[src/rtl/gpio_irq_pkg.sv]
package gpio_irq_pkg;

  localparam logic [2:0] IDX_OPEN_DRAIN = 3'd0;
  localparam logic [2:0] IDX_DATA       = 3'd1;
  localparam logic [2:0] IDX_DIR        = 3'd2;
  localparam logic [2:0] IDX_POLARITY   = 3'd3;
  localparam logic [2:0] IDX_ANY_EDGE   = 3'd4;
  localparam logic [2:0] IDX_ENABLE     = 3'd5;
  localparam logic [2:0] IDX_LEVEL      = 3'd6;
  localparam logic [2:0] IDX_PENDING    = 3'd7;

  // Per-line trigger decision from the three mode bits.
  function automatic logic [31:0] line_event(
    input logic [31:0] lvl, input logic [31:0] pol, input logic [31:0] any,
    input logic [31:0] cur, input logic [31:0] prv);
    logic [31:0] rise, fall, lvl_hit, edge_hit;
    rise     = cur & ~prv;
    fall     = ~cur & prv;
    lvl_hit  = ~(cur ^ pol);
    edge_hit = (pol & rise) | (~pol & fall);
    return (any & (rise | fall)) | (~any & lvl & lvl_hit) | (~any & ~lvl & edge_hit);
  endfunction

  function automatic logic [31:0] pad_enable(
    input logic [31:0] dir, input logic [31:0] od, input logic [31:0] dout);
    return dir & (~od | ~dout);
  endfunction

  function automatic logic [31:0] data_view(
    input logic [31:0] dir, input logic [31:0] dout, input logic [31:0] pins);
    return (dir & dout) | (~dir & pins);
  endfunction

endpackage

[src/rtl/gpio_line_sync.sv]
module gpio_line_sync #(
  parameter int W = 32
) (
  input  logic         clk,
  input  logic         rst_n,
  input  logic [W-1:0] d_in,
  output logic [W-1:0] cur,
  output logic [W-1:0] prv
);
  logic [W-1:0] stage1;

  always_ff @(posedge clk or negedge rst_n) begin
    if (!rst_n) begin
      stage1 <= '0;
      cur    <= '0;
      prv    <= '0;
    end else begin
      stage1 <= d_in;
      cur    <= stage1;
      prv    <= cur;
    end
  end
endmodule

[src/rtl/gpio_bank.sv]
module gpio_bank
  import gpio_irq_pkg::*;
#(
  parameter int LINES = 32
) (
  input  logic        clk,
  input  logic        rst_n,
  input  logic        wr_en,
  input  logic [2:0]  sel,
  input  logic [31:0] wdata,
  input  logic [31:0] cur,
  input  logic [31:0] prv,
  output logic [31:0] rdata,
  output logic [31:0] pad_out,
  output logic [31:0] pad_oe,
  output logic [31:0] pending,
  output logic [31:0] enable,
  output logic [31:0] clr,
  output logic [31:0] evt
);
  localparam logic [63:0] ONE64 = 64'd1;
  localparam logic [31:0] VALID = 32'((ONE64 << LINES) - ONE64);

  logic [31:0] cfg_q [7];
  logic [31:0] pend_q;

  always_ff @(posedge clk or negedge rst_n) begin
    if (!rst_n) begin
      for (int i = 0; i < 7; i++) cfg_q[i] <= '0;
    end else if (wr_en && sel != IDX_PENDING) begin
      cfg_q[sel] <= wdata & VALID;
    end
  end

  assign clr = (wr_en && sel == IDX_PENDING) ? (wdata & VALID) : '0;
  assign evt = line_event(cfg_q[IDX_LEVEL], cfg_q[IDX_POLARITY], cfg_q[IDX_ANY_EDGE],
                          cur, prv) & VALID;

  always_ff @(posedge clk or negedge rst_n) begin
    if (!rst_n) pend_q <= '0;
    else        pend_q <= (pend_q | evt) & ~clr;
  end

  always_comb begin
    if (sel == IDX_DATA)
      rdata = data_view(cfg_q[IDX_DIR], cfg_q[IDX_DATA], cur) & VALID;
    else if (sel == IDX_PENDING)
      rdata = pend_q;
    else
      rdata = cfg_q[sel];
  end

  assign pad_out = cfg_q[IDX_DATA];
  assign pad_oe  = pad_enable(cfg_q[IDX_DIR], cfg_q[IDX_OPEN_DRAIN], cfg_q[IDX_DATA]);
  assign pending = pend_q;
  assign enable  = cfg_q[IDX_ENABLE];
endmodule

[src/rtl/banked_gpio_irq.sv]
module banked_gpio_irq #(
  parameter int NUM_BANKS  = 2,
  parameter int BANK_LINES = 32,
  localparam int TOTAL   = NUM_BANKS * 32,
  localparam int BANK_AW = (NUM_BANKS > 1) ? $clog2(NUM_BANKS) : 1,
  localparam int ADDR_W  = BANK_AW + 3
) (
  input  logic              clk,
  input  logic              rst_n,
  input  logic [ADDR_W-1:0] bus_addr,
  input  logic              bus_we,
  input  logic [31:0]       bus_wdata,
  output logic [31:0]       bus_rdata,
  input  logic              irq_enable,
  input  logic [TOTAL-1:0]  line_in,
  output logic [TOTAL-1:0]  line_out,
  output logic [TOTAL-1:0]  line_oe,
  output logic              irq_out,
  output logic              wake_out
);
  logic [BANK_AW-1:0] bank_idx;
  logic               in_range;
  logic [TOTAL-1:0]   sync_cur, sync_prv;
  logic [31:0]        bank_rd [NUM_BANKS];

  // Named internal events for the checker.
  logic [NUM_BANKS-1:0][31:0] pend_all, enable_all, clr_all, evt_all;
  logic                       any_active;

  assign bank_idx = bus_addr[ADDR_W-1:3];
  assign in_range = (int'(bank_idx) < NUM_BANKS);

  gpio_line_sync #(.W(TOTAL)) u_sync (
    .clk(clk), .rst_n(rst_n), .d_in(line_in), .cur(sync_cur), .prv(sync_prv)
  );

  for (genvar b = 0; b < NUM_BANKS; b++) begin : g_bank
    logic wr_b;
    assign wr_b = bus_we && in_range && (bank_idx == BANK_AW'(b));
    gpio_bank #(.LINES(BANK_LINES)) u_bank (
      .clk(clk), .rst_n(rst_n), .wr_en(wr_b), .sel(bus_addr[2:0]), .wdata(bus_wdata),
      .cur(sync_cur[b*32 +: 32]), .prv(sync_prv[b*32 +: 32]),
      .rdata(bank_rd[b]), .pad_out(line_out[b*32 +: 32]), .pad_oe(line_oe[b*32 +: 32]),
      .pending(pend_all[b]), .enable(enable_all[b]), .clr(clr_all[b]), .evt(evt_all[b])
    );
  end

  always_comb begin
    bus_rdata = '0;
    for (int b = 0; b < NUM_BANKS; b++)
      if (in_range && bank_idx == BANK_AW'(b)) bus_rdata = bank_rd[b];
  end

  assign any_active = |(pend_all & enable_all);
  assign irq_out    = irq_enable & any_active;
  assign wake_out   = any_active;
endmodule

[config.mk]
export PLATFORM = sky130hd
export DESIGN_NAME = banked_gpio_irq
export DESIGN_NICKNAME = d
export VERILOG_FILES = /design/src/rtl/gpio_irq_pkg.sv /design/src/rtl/gpio_line_sync.sv /design/src/rtl/gpio_bank.sv /design/src/rtl/banked_gpio_irq.sv
export SDC_FILE = /design/constraint.sdc
export NUM_CORES = 1
export LEC_CHECK = 0
export BUFFER_PORTS_ARGS = -buffer_cell sky130_fd_sc_hd__buf_4
export CAP_MARGIN = 20
export CORE_AREA = 2 2 298 300
export CTS_CLUSTER_DIAMETER = 40
export DETAILED_ROUTE_END_ITERATION = 16
export DIE_AREA = 0 0 300 302
export MAX_ROUTING_LAYER = met4
export SLEW_MARGIN = 20
export SYNTH_ARGS = -nofsm -noshare
export SYNTH_HDL_FRONTEND = slang
export SYNTH_SLANG_ARGS = --single-unit
[constraint.sdc]
create_clock -name clk -period 4.8 [get_ports clk]
set_input_delay 0.48 -clock clk [delete_from_list [all_inputs] [get_ports clk]]
set_output_delay 0.48 -clock clk [all_outputs]
set_load 0.01 [all_outputs]
# Word level (Yosys, flattened, before mapping)
# Index checks and enable logic that the tools add are counted.
dict set report word_totals {
  in_bits 104
  output_inout_bits 162
  ff_bits 704
  word_cells 115
}
dict set report op_classes {
  bitwise 66
  magnitude_cmp 2
  muxes 17
  n_eq_ne 3
  n_reduce_logical 8
}
# operator n
set op_table {}
lappend op_table {{$and A32 B32 Y32} 26}
lappend op_table {{$not A32 Y32} 20}
lappend op_table {{$bwmux W224} 2}
lappend op_table {{$or A32 B32 Y32} 14}
lappend op_table {{$mux W32} 12}
lappend op_table {{$bmux W32 S3} 2}
lappend op_table {{$demux W32 S3} 1}
lappend op_table {{$and A64 B64 Y64} 1}
lappend op_table {{$reduce_or A64 Y1} 1}
lappend op_table {{$xor A32 B32 Y32} 2}
lappend op_table {{$logic_and A1 B1 Y1} 7}
lappend op_table {{$ge A4 B4 Y1 const B} 1}
lappend op_table {{$lt A4 B1 Y1 const B} 1}
lappend op_table {{$not A3 Y4} 1}
lappend op_table {{$eq A3 B1 Y1 const B} 1}
lappend op_table {{$eq A3 B3 Y1 const B} 1}
lappend op_table {{$ne A3 B3 Y1 const B} 1}
lappend op_table {{$and A1 B1 Y1} 1}
lappend op_table {{$not A1 Y1} 1}

# Logic depth before layout (Yosys ltp)
dict set report depth {
  depth_word 8
  mapped_depth 9
  ltp_nobuf 7
}

# Cells and area by module
# From an unflattened synthesis, not the netlist that was laid out.
dict set report unflattened {
  cells_unflattened 2918
  area_unflattened_um2 36542.5
}
# mod cells_each area_per_inst_um2 n_inst seq_area_each_um2
set modules_own_cells {}
lappend modules_own_cells {{gpio_bank at g_bank[1].u_bank} 1323 15610.0 1 6406.1}
lappend modules_own_cells {{gpio_bank at g_bank[0].u_bank} 1327 15358.5 1 6406.1}
lappend modules_own_cells {gpio_line_sync 192 4804.6 1 4804.6}
lappend modules_own_cells {banked_gpio_irq 76 769.5 1 0.0}

# Worst setup path before layout
# OpenSTA, ideal clock, no wires.
dict set report synth_path {
  path_kind {in2out}
  startpoint {input port bus_addr[1]}
  endpoint {output port bus_rdata[22]}
  required_ns 4.320
  setup_slack_ns 2.550
  cell_stages 5
  path_buffers 2
  arrival_ns 1.770
  path_cell_list {buf_6 > nor2_2 > nand2_1 > clkbuf_1 > o311ai_0}
}
dict set report synth_via {
  elab_chain_cells 7
  word_cells_on_any_way 14
  cone_classes {eq/ne: 2; mux: 11; bitwise: 1}
}
# item line_no
set synth_lines {}
lappend synth_lines {{from (decl)} banked_gpio_irq.sv:10} ;# input logic [ADDR_W-1:0] bus_addr,
lappend synth_lines {{$not A3 Y4 (implied by the code)} gpio_bank.sv:50} ;# rdata = cfg_q[sel];
lappend synth_lines {{$bmux W32 S3} gpio_bank.sv:50}
lappend synth_lines {{$mux W32 (implied by the code) (2 in a row)} gpio_bank.sv:50}
lappend synth_lines {{$mux W32} gpio_bank.sv:47} ;# else if (sel == IDX_PENDING)
lappend synth_lines {{$mux W32} gpio_bank.sv:45} ;# if (sel == IDX_DATA)
lappend synth_lines {{$mux W32 (*)} banked_gpio_irq.sv:51} ;# if (in_range && bank_idx == BANK_AW'(b)) bus_rdata = bank_rd[b];
lappend synth_lines {{to (decl)} banked_gpio_irq.sv:13} ;# output logic [31:0] bus_rdata,
# Mark *: on every way between the ends. The rest lies on a longest branch, timed or not. The select of a mux whose other input is x is not followed.

# Final worst setup path
dict set report layout_path {
  startpoint {register g_bank[0].u_bank.pend_q[6]}
  endpoint {output port irq_out}
}
dict set report layout_via {
  elab_chain_cells 3
}
# item line_no
set layout_lines {}
lappend layout_lines {{from (decl)} gpio_bank.sv:25} ;# logic [31:0] pend_q;
lappend layout_lines {{from (signal assigned)} gpio_bank.sv:41} ;# else pend_q <= (pend_q | evt) & ~clr;
lappend layout_lines {{$and A64 B64 Y64} banked_gpio_irq.sv:54} ;# assign any_active = |(pend_all & enable_all);
lappend layout_lines {{$reduce_or A64 Y1} banked_gpio_irq.sv:54}
lappend layout_lines {{$and A1 B1 Y1} banked_gpio_irq.sv:55} ;# assign irq_out = irq_enable & any_active;
lappend layout_lines {{to (decl)} banked_gpio_irq.sv:18} ;# output logic irq_out,
# No other way between the ends.

==> impl_metrics.yaml <==
status:
  outcome: "completed"
route:
  drtIter0Drc: 2311
  first_pass_iters: 5
  via_count: 25086
  routed_via_density: 5.72
  drc: 0
  totalWireLength_mm: 114
  ant_nets: 0
  wl_per_cell_um: 26.1
global_routing:
  grt_pass1_vias: 26134
  grt_pass1_wl_mm: 170
  grt_max_degree: 122
  antenna_found_initial: 1
  grt.overflow.total: 0
  grtUsageTotal: 0.260
clocking:
  clk_path_buf_depth: 3
  clock_latency_ns: 0.70
  cts_tree: "done"
  cts.sinks: 704
  htreeDepth: 3
  path_clk_slew_ns: 0.05
  root_buffer: "clkbuf_16"
  numCtsBuffers: 118
sta:
  finalSetupViolations: 0
  tns_ns: 0
  slew_headroom: 0.345
  whs_ns: 0.0801
  post-route-min-period_ns: 3.79
  fmax_ghz: 0.264
  tightest_slew_ns: 0.979
  drv_slew: 0
  finalCritPeriodShare: 0.789
  rsz0062_at_grt: "false"
  hold_violations: 0
  finClkSkew_ns: 0.0294
critical_path:
  path_max_fanout: 3
  endpoint_kind: "output port"
  reg2regPathDepth: 7
  crit_path_max_incr_delay_ns: 0.68
  startpoint_type: "flip-flop"
  r2r_start: "u_sync.cur[33]"
  crit_start: "g_bank[0].u_bank.pending[6]"
  critical_path_class: "reg2out"
  crit_chain: "a22o_1 -> a221oi_1 -> nand4_1 -> or4_4 -> and2_4 -> buf_4"
  cp_slowest_cell: "or4_4"
  critPathArrivalTime_ns: 3.31
  worst-endpoint-required_ns: 4.32
finish:
  syn_to_final_growth_pct: 22.0
  diodes: 0
  final_area_sq_mm: 0.0423
  final_cell_mix: "704 x dfrtp_1, 450 x mux2_2, 306 x buf_4"
  layout_commonest_cell: "dfrtp_1"
  nNetsFinal: 3349
  drive_above_1_share: 0.323
synthesis:
  synth_top_area_frac: 0.508
  ys_ff_latch: 704
  synth_area_sq_mm: 0.0347
  synth_top_cells_by_area: "dfrtp_1 51%, mux2_2 15%, ha_1 4.6%"
  yosysUniqueCellTypes: 64
  synth_area_leader_cell: "dfrtp_1"
  syn_area_per_cell_sq_um: 12.2
  ys_seq_area_frac: 0.508
  yosys_most_used_dff: "dfrtp_1"
  async_reset_ff_frac: 1.00
  synth_fp_nets: 3073
  synth_edf_count: 0
  yosysWarnings: 0
  syn_inst: 2841
placed_design:
  portBuffers: 265
  dpl_cell_area_sq_mm: 0.0373
  gp_congestion: 0.909
  place_hpwl_mm: 76.1
die:
  io_pins: 266
  core.rowCount: 109
  start_util: 0.396
  die_h_um: 302
  die_x_um: 300
  die_area_sq_mm: 0.0906
  core_area_sq_mm: 0.0876
power_and_ir_drop:
  finalPower_mw: 20.8
  p_leak_nw: 18.5
  power.density_mw_per_mm2: 492
  peakVddDrop_uv: 335
run:
  maxCapViolCount: 0
hold_path:
  hp-start: "bus_wdata[24]"
  hp-class: "in2reg"
  hold_depth: 2
-- final cells by class --
class	count	area [sq um]
flip-flops and latches	704	17600
fillers	7809	45300
inverters	134	503
clock inverters	86	1140
well taps	1165	1460
multi-input cells	1777	15200
repair buffers	382	3150
clock buffers	137	3180
-- metal layers --
| layer | GRT usage | routed length (um) | vias to the layer above |
|---|---|---|---|
| li1 | - | - | 10853 |
| met5 | - | 0 | - |
| met3 | 0.0430 | 8460 | 264 |
| met1 | 0.344 | 48600 | 12872 |
| met4 | 0.116 | 5060 | 0 |
| met2 | 0.393 | 52300 | 1097 |
-- report_power, final --
group	internal, mW	leakage (nW)	switching (mW)
Sequential	6.94	8.31	1.21
Clock	5.79	2.07	3.26
Combinational	1.92	8.17	1.70
Total	14.6	18.5	6.18
-- flip-flops by register name, summed over array words and instances, names as in the netlist --
register               count
g_bank.u_bank.cfg_q      320
g_bank.u_bank.enable      64
g_bank.u_bank.pad_out     64
g_bank.u_bank.pending     64
u_sync.cur                64
u_sync.prv                64
u_sync.stage1             64
-- critical path: cells and delay by family (launching register included) --
kind	cells	cell delay, ns
AO/OA/AOI/OAI	2	0.84
flip-flops	1	0.41
AND/OR/NAND/NOR	3	1.23
buffers and inverters	1	0.13
-- through the flow --
| stage | std cells | util | setup slack [ns] |
|---|---|---|---|
| 6_report | 4385 | 0.483 | 1.01 |
| 5_1_grt | 4385 | 0.483 | 1.06 |
| 4_1_cts | 4385 | 0.483 | 1.05 |
| 3_5_place_dp | 4097 | 0.426 | 1.23 |
| 3_3_place_gp | 4097 | 0.426 | 1.19 |
| 2_1_floorplan | 2841 | - | 2.55 |
-- what timing repair did --
item | 4_1_cts | 5_1_grt
buffers inserted | 0 | 0
gates resized for setup | 0 | 0
endpoints found under the hold margin | 160 | 0
hold buffers | 65 | 0
-- synthesized netlist by cell type (all sizes together) (2+ instances only) --
cell / count
a32oi: 22
ha: 128
nor2b: 133
nand3: 6
o221ai: 16
nand2b: 11
or2: 3
a21oi: 107
and2: 4
mux2i: 71
o211a: 4
mux4: 18
o211ai: 20
o31ai: 2
clkbuf: 55
a21o: 5
a22oi: 41
a211oi: 128
xor2: 64
a21boi: 64
o32ai: 4
nand2: 88
nand4: 5
nor3: 67
o2111ai: 5
a32o: 3
o22ai: 25
a22o: 25
dfrtp: 704
o2bb2ai: 4
a221o: 2
or4: 2
o31a: 3
o32a: 6
mux2: 480
inv: 134
nand3b: 11
o21ai: 101
nor2: 54
buf: 171
a221oi: 40
-- path summary, 6_finish.rpt --
| path | endpoint | slack [ns] |
|---|---|---|
| max in group asynchronous | g_bank[1].u_bank.cfg_q[120] | 3.06 |
| min | g_bank[0].u_bank.pending[24] | 0.08 |
| max reg2reg | g_bank[1].u_bank.pending[1] | 3.14 |
| min reg2reg | u_sync.cur[51] | 0.34 |
| max | irq_out | 1.01 |
| min in group asynchronous | g_bank[0].u_bank.pad_out[7] | 0.42 |
-- cell families after synthesis --
group	after synthesis	synth area share
fa+ha+maj	128	0.0462
mux	569	0.188
buf+inv	360	0.0545
flops	704	0.508
simple gates	385	0.0597
compound gates	631	0.127
xor+xnor	64	0.0162
No activity file was read; power rests on OpenSTA's default activity.
